--- config.mk ---
export PLATFORM = sky130hd
export DESIGN_NAME = xgmii_rx_xlate
export DESIGN_NICKNAME = d
export VERILOG_FILES = /design/src/rtl/xlt_pkg.sv /design/src/rtl/xlt_lane_map.sv /design/src/rtl/xlt_pipe_reg.sv /design/src/rtl/xgmii_rx_xlate.sv
export SDC_FILE = /design/constraint.sdc
export NUM_CORES = 1
export LEC_CHECK = 0
export BUFFER_PORTS_ARGS = -buffer_cell sky130_fd_sc_hd__buf_4
export CORE_MARGIN = 1
export CORE_UTILIZATION = 50
export DETAILED_ROUTE_END_ITERATION = 8
export GPL_TIMING_DRIVEN = 0
export HOLD_SLACK_MARGIN = 0.1
export PLACE_DENSITY = 0.84
export SLEW_MARGIN = 20
export SYNTH_ARGS = -nofsm -noshare
export SYNTH_HDL_FRONTEND = slang
export SYNTH_SLANG_ARGS = --single-unit
--- constraint.sdc ---
create_clock -name clk -period 3.05 [get_ports clk]
set_input_delay 0.61 -clock clk [delete_from_list [all_inputs] [get_ports clk]]
set_output_delay 0.61 -clock clk [all_outputs]
set_load 0.01 [all_outputs]
--- src/rtl/xlt_pkg.sv ---
package xlt_pkg;
  localparam int unsigned OCT_W = 8;

  // serial-side control characters after decoding
  localparam logic [OCT_W-1:0] SER_COMMA = 8'hBC;
  localparam logic [OCT_W-1:0] SER_SKIP  = 8'h1C;
  localparam logic [OCT_W-1:0] SER_ALIGN = 8'h7C;

  // XGMII control codes
  localparam logic [OCT_W-1:0] XG_IDLE  = 8'h07;
  localparam logic [OCT_W-1:0] XG_SEQ   = 8'h9C;
  localparam logic [OCT_W-1:0] XG_START = 8'hFB;
  localparam logic [OCT_W-1:0] XG_TERM  = 8'hFD;
  localparam logic [OCT_W-1:0] XG_ERR   = 8'hFE;

  typedef struct packed {
    logic             ctl;
    logic [OCT_W-1:0] oct;
  } lane_t;
endpackage

--- src/rtl/xlt_lane_map.sv ---
module xlt_lane_map
  import xlt_pkg::*;
#(
  parameter int unsigned LANE_IDX = 0
) (
  input  logic [OCT_W-1:0] oct_in,
  input  logic             ctl_in,
  input  logic             err_in,
  output lane_t            lane_out
);
  localparam bit LEADING = (LANE_IDX == 0);

  always_comb begin
    lane_out.ctl = 1'b1;
    lane_out.oct = XG_ERR;
    if (err_in) begin
      lane_out.oct = XG_ERR;
    end else if (!ctl_in) begin
      lane_out.ctl = 1'b0;
      lane_out.oct = oct_in;
    end else begin
      case (oct_in)
        SER_COMMA, SER_SKIP, SER_ALIGN: lane_out.oct = XG_IDLE;
        XG_TERM, XG_ERR:                lane_out.oct = oct_in;
        XG_START, XG_SEQ:               lane_out.oct = LEADING ? oct_in : XG_ERR;
        default:                        lane_out.oct = XG_ERR;
      endcase
    end
  end
endmodule

--- src/rtl/xlt_pipe_reg.sv ---
module xlt_pipe_reg #(
  parameter int unsigned WIDTH = 72
) (
  input  logic             clk,
  input  logic             rst_n,
  input  logic             s_valid,
  output logic             s_ready,
  input  logic [WIDTH-1:0] s_payload,
  output logic             m_valid,
  input  logic             m_ready,
  output logic [WIDTH-1:0] m_payload
);
  logic             full_q;
  logic [WIDTH-1:0] hold_q;
  logic             take;

  assign s_ready = !full_q || m_ready;
  assign take    = s_valid && s_ready;

  always_ff @(posedge clk or negedge rst_n) begin
    if (!rst_n) begin
      full_q <= 1'b0;
    end else if (s_ready) begin
      full_q <= s_valid;
    end
  end

  always_ff @(posedge clk or negedge rst_n) begin
    if (!rst_n) begin
      hold_q <= '0;
    end else if (take) begin
      hold_q <= s_payload;
    end
  end

  assign m_valid   = full_q;
  assign m_payload = hold_q;
endmodule

--- src/rtl/xgmii_rx_xlate.sv ---
module xgmii_rx_xlate
  import xlt_pkg::*;
#(
  parameter int unsigned LANES = 8
) (
  input  logic                   clk,
  input  logic                   rst_n,
  input  logic                   in_valid,
  output logic                   in_ready,
  input  logic [LANES*OCT_W-1:0] in_data,
  input  logic [LANES-1:0]       in_ctrl,
  input  logic [LANES-1:0]       in_derr,
  output logic                   out_valid,
  input  logic                   out_ready,
  output logic [LANES*OCT_W-1:0] out_data,
  output logic [LANES-1:0]       out_ctrl
);
  localparam int unsigned DW = LANES * OCT_W;
  localparam int unsigned PW = DW + LANES;

  lane_t [LANES-1:0]       mapped;
  logic  [DW-1:0]          map_data;
  logic  [LANES-1:0]       map_ctrl;
  logic  [PW-1:0]          reg_out;

  for (genvar g = 0; g < LANES; g++) begin : g_lane
    xlt_lane_map #(.LANE_IDX(g)) u_map (
      .oct_in  (in_data[g*OCT_W +: OCT_W]),
      .ctl_in  (in_ctrl[g]),
      .err_in  (in_derr[g]),
      .lane_out(mapped[g])
    );
    assign map_data[g*OCT_W +: OCT_W] = mapped[g].oct;
    assign map_ctrl[g]                = mapped[g].ctl;
  end

  xlt_pipe_reg #(.WIDTH(PW)) u_stage (
    .clk      (clk),
    .rst_n    (rst_n),
    .s_valid  (in_valid),
    .s_ready  (in_ready),
    .s_payload({map_ctrl, map_data}),
    .m_valid  (out_valid),
    .m_ready  (out_ready),
    .m_payload(reg_out)
  );

  assign out_data = reg_out[DW-1:0];
  assign out_ctrl = reg_out[PW-1:DW];
endmodule

### Word level (Yosys, flattened, before mapping)

Index checks and enable logic that the tools add are counted.

* eq/ne operators: 42
* mux-type cells: 40
* reductions and logical operators: 19

Operator list (number)
* $eq 8x8->1 const B: 26
* $mux 8: 16
* $pmux 8 s2: 8
* $eq 8x5->1 const B: 8
* $eq 8x7->1 const B: 8
* $reduce_or 3->1: 8
* $mux 1: 16
* $reduce_or 2->1: 7
* $reduce_or 4->1: 1
* $logic_and 1x1->1: 1
* $logic_not 1->1: 1
* $logic_or 1x1->1: 1

* logic and storage cells: 103
* bits of input ports: 84
* flip-flop bits (word level): 73

### Longest topological paths before layout

* depth after elaboration: 5
* depth in mapped cells: 7
* depth with buffers taken out: 5

### By module

A second synthesis with hierarchy kept.

* cell total of the unflattened synthesis: 361
* area total of the unflattened synthesis: 4476.8 um^2

Modules (own cells, without submodules)
* xlt_pipe_reg: times used 1, area an instance 3010.4 um^2, cells each 155
* xlt_lane_map (g_lane[1].u_map ...): times used 7, area an instance 177.7 um^2, cells each 25
* xlt_lane_map (g_lane[0].u_map): times used 1, area an instance 222.7 um^2, cells each 31

### Worst setup path after synthesis

OpenSTA, ideal clock, no wires.

* kind: input port to flip-flop
* start point: in out_ready
* end point: reg u_stage.hold_q[3], in the netlist u_stage.m_payload[3]
* arrival time: 1811 ps
* buffers on the path: 1
* setup time: 123 ps
* slack: 1116 ps
* stages: 6
* cell sequence: nand2b_2 -> nand2_1 -> nor2_1 -> or4b_1 -> buf_2 -> o221a_2

* word-level cells in the longest chain between the ends: 2

RTL lines
* start: declaration: RTL line xgmii_rx_xlate.sv:14 `input logic out_ready,`
* $logic_or 1x1->1: RTL line xlt_pipe_reg.sv:17 `assign s_ready = !full_q || m_ready;`
* $logic_and 1x1->1: RTL line xlt_pipe_reg.sv:18 `assign take = s_valid && s_ready;`
* end signal: assignment: RTL line xlt_pipe_reg.sv:32 `hold_q <= s_payload;`
* end: declaration: RTL line xlt_pipe_reg.sv:14 `logic [WIDTH-1:0] hold_q;`

Every way passes these cells.
A chain may end at the register's enable or synchronous reset.

### Final worst setup path

* start point: in out_ready
* end point: reg u_stage.hold_q[42], in the netlist u_stage.m_payload[42]

Same word-level chain as after synthesis.

==> run summary <==
Die height - 86.0 um
Post-layout util - 0.744
Yosys reg bits - 73
Grt met1 use - 0.364
CP delay by family, top - buffers and inverters
Post-DRT Antenna Nets - 0
Root Buffer - clkbuf_8
Critical path depth - 6
Slowest CP cell - clkbuf_1
Clock buffer depth - 2
R2R cell count - 5
GR peak layer - met2
Rows - 30
HPWL Detailed - 7500 um
NumNets Final - 633
Fill count - 516
Reg2Reg Launch Point - u_stage.m_valid
H-tree lvl count - 3
Setup Skew - 0.00699 ns
Register area - 1830 um2
Commonest non-fill, non-tap cell in the layout - buf_4
Hold buffer count at CTS - 0
Max Cap Violations - 0
DRC viols - 0
Vias per cell - 5.64
Layout cells sized above 1 - 0.341
Routed wire length per instance - 15.8 um
Tot Pwr - 2.58 mW
CP arrival - 2.38 ns
Largest net degree at the start of global routing - 74
Count of pins over their slew limit - 0
CTS clk-pin slew, worst paths - 0.09 ns
Unrepaired setup endpoints after global routing - no
R2R setup slack - 0.99 ns
M3 GR Usage - 0.0395
WP buf/inv - 3
CTS tree - yes
Via count - 3,667
Worst Max-Slew Pin Slew - 0.912 ns
Most used cell, CP - clkbuf_1
Die Span X - 86.0 um
Multi-input logic area - 1610 um2
Crit path kind - primary input to flop
Ys Warns - 0
VDD IR max - 0.310 mV
Mapped Cells - 383
Layout Area Growth over Synthesis - 43.3%
Netlist cell types - 43
Fin area - 5050 um2
Startpoint class of the critical path - primary input
Period Utilization, post-route - 0.711
DP Area - 4810 um2
First-pass GRT wire length - 16,500 um
Worst Path Required - 3.26 ns
Clk_lat worst skew - 0.34 ns
I/O Pins - 158
DR pass1 iterations - 4
Crit-path max FO - 10
Hold Path Class - primary input to async pin
Number of global-route vias before repair - 3,551
Crit-path cells - buf_4, nand2b_2, nand2_1, clkbuf_1, clkbuf_1, o21ai_0
Seq/Total Area, Yosys - 0.518
Final WL - 10,300 um
Async SR Flop Fraction - 1.00
Mean Syn Cell Area - 9.21 um2
Critical Path Max Stage Delay - 0.48 ns
R2R Path End - u_stage.m_payload[42]
Most frequent cells in the layout - buf_4 (155), dfrtp_1 (73), nor2_1 (53)
Initial antenna violation count - 0
Antenna cells - 0
Grt ovf - 0
Status - complete, no violations
Die area - 7400 um2
Final Hold Fails - 0
Post-route minimum period - 2.17 ns
Grt met2 use - 0.483
PD cells - 510 nW/um2
Clk sinks - 73
Post-Syn Nets - 467
Total GRT Usage - 0.286
Post-CTS Setup Repair Bufs - 0
Inserted Clock Buffers - 9
Post-Syn Area - 3530 um2
Core Box Area - 6790 um2
Highest Clock Rate - 461 MHz
Drt initial violations - 194
Initial core utilization - 0.519
Worst setup EP type - flop
Setup Viol. Count Final - 0
Main synth FF type - dfrtp_1
Routability congestion estimate - 0.896
Post-synth EDFFs - 0
Post-CTS sizing - 0
Setup tns final - 0 ns
Rel. slew slack - 0.392
Buffers on Ports - 155
Pleak - 2.22 nW
## worst reg2reg max path, cell delays in order (launching register included)
cell      delay [ns]
dfrtp_1         0.37
nand2b_2        0.10
nand2_1         0.32
clkbuf_1        0.49
clkbuf_1        0.46
o21ai_0         0.19
## cell type report
class                           count  share of cell area
Tap cell                           96              0.0238
Buffer                             16              0.0129
Inverter                            6             0.00446
Clock buffer                       10              0.0272
Timing Repair Buffer              155               0.230
Clock inverter                      6              0.0208
Sequential cell                    73               0.361
Multi-Input combinational cell    288               0.319
## cells by family after synthesis
kind of cell / count (synthesis) / share of synthesized area
flops: 73 / 0.518
simple gates: 174 / 0.237
compound gates: 99 / 0.183
buf+inv: 22 / 0.0248
xor+xnor: 15 / 0.0372
## state kept, by name, summed over array words and instances (netlist names)
signal             cells
u_stage.m_valid        1
u_stage.m_payload     72
## cells in the mapped netlist, types with 6 or more instances
| library cell | instances | share of area |
|---|---|---|
| xor2_1 | 9 | 0.022 |
| dfrtp_1 | 73 | 0.52 |
| xnor2_1 | 6 | 0.015 |
| nand3_1 | 15 | 0.021 |
| o21ai_0 | 36 | 0.051 |
| a21oi_1 | 26 | 0.037 |
| clkbuf_1 | 8 | 0.0085 |
| inv_1 | 6 | 0.0064 |
| nor4_1 | 9 | 0.016 |
| nor3_1 | 25 | 0.035 |
| nor2_1 | 53 | 0.056 |
| o221a_2 | 9 | 0.029 |
| nand2_1 | 43 | 0.046 |
## per-layer routing
layer	up-vias	wire (um)
li1	1727	-
met1	1777	4270
met2	139	5160
met3	24	599
met4	0	250
met5	-	0
## worst max-delay path by stage
stage	from	end	slack, ns
3_5_place_dp	out_ready	u_stage.m_payload[26]	0.52
3_3_place_gp	out_ready	u_stage.m_payload[26]	0.53
6_report	out_ready	u_stage.m_payload[42]	0.88
2_1_floorplan	out_ready	u_stage.m_payload[3]	1.12
4_1_cts	out_ready	u_stage.m_payload[42]	0.85
5_1_grt	out_ready	u_stage.m_payload[42]	0.68
## power by group
part           switching, mW  internal (mW)
Combinational          0.283          0.268
Sequential            0.0511           1.06
Clock                  0.358          0.562
## through the flow
step                      std cells  worst slack, ns  hold slack [ns]
final                           650            0.883            0.383
after global routing            650            0.677            0.468
after CTS                       650            0.853            0.430
after detailed placement        634            0.516            0.457
after global placement          634            0.527            0.462
after floorplan                 383             1.12            0.314
Note: power is estimated with default switching activity, not from simulation.
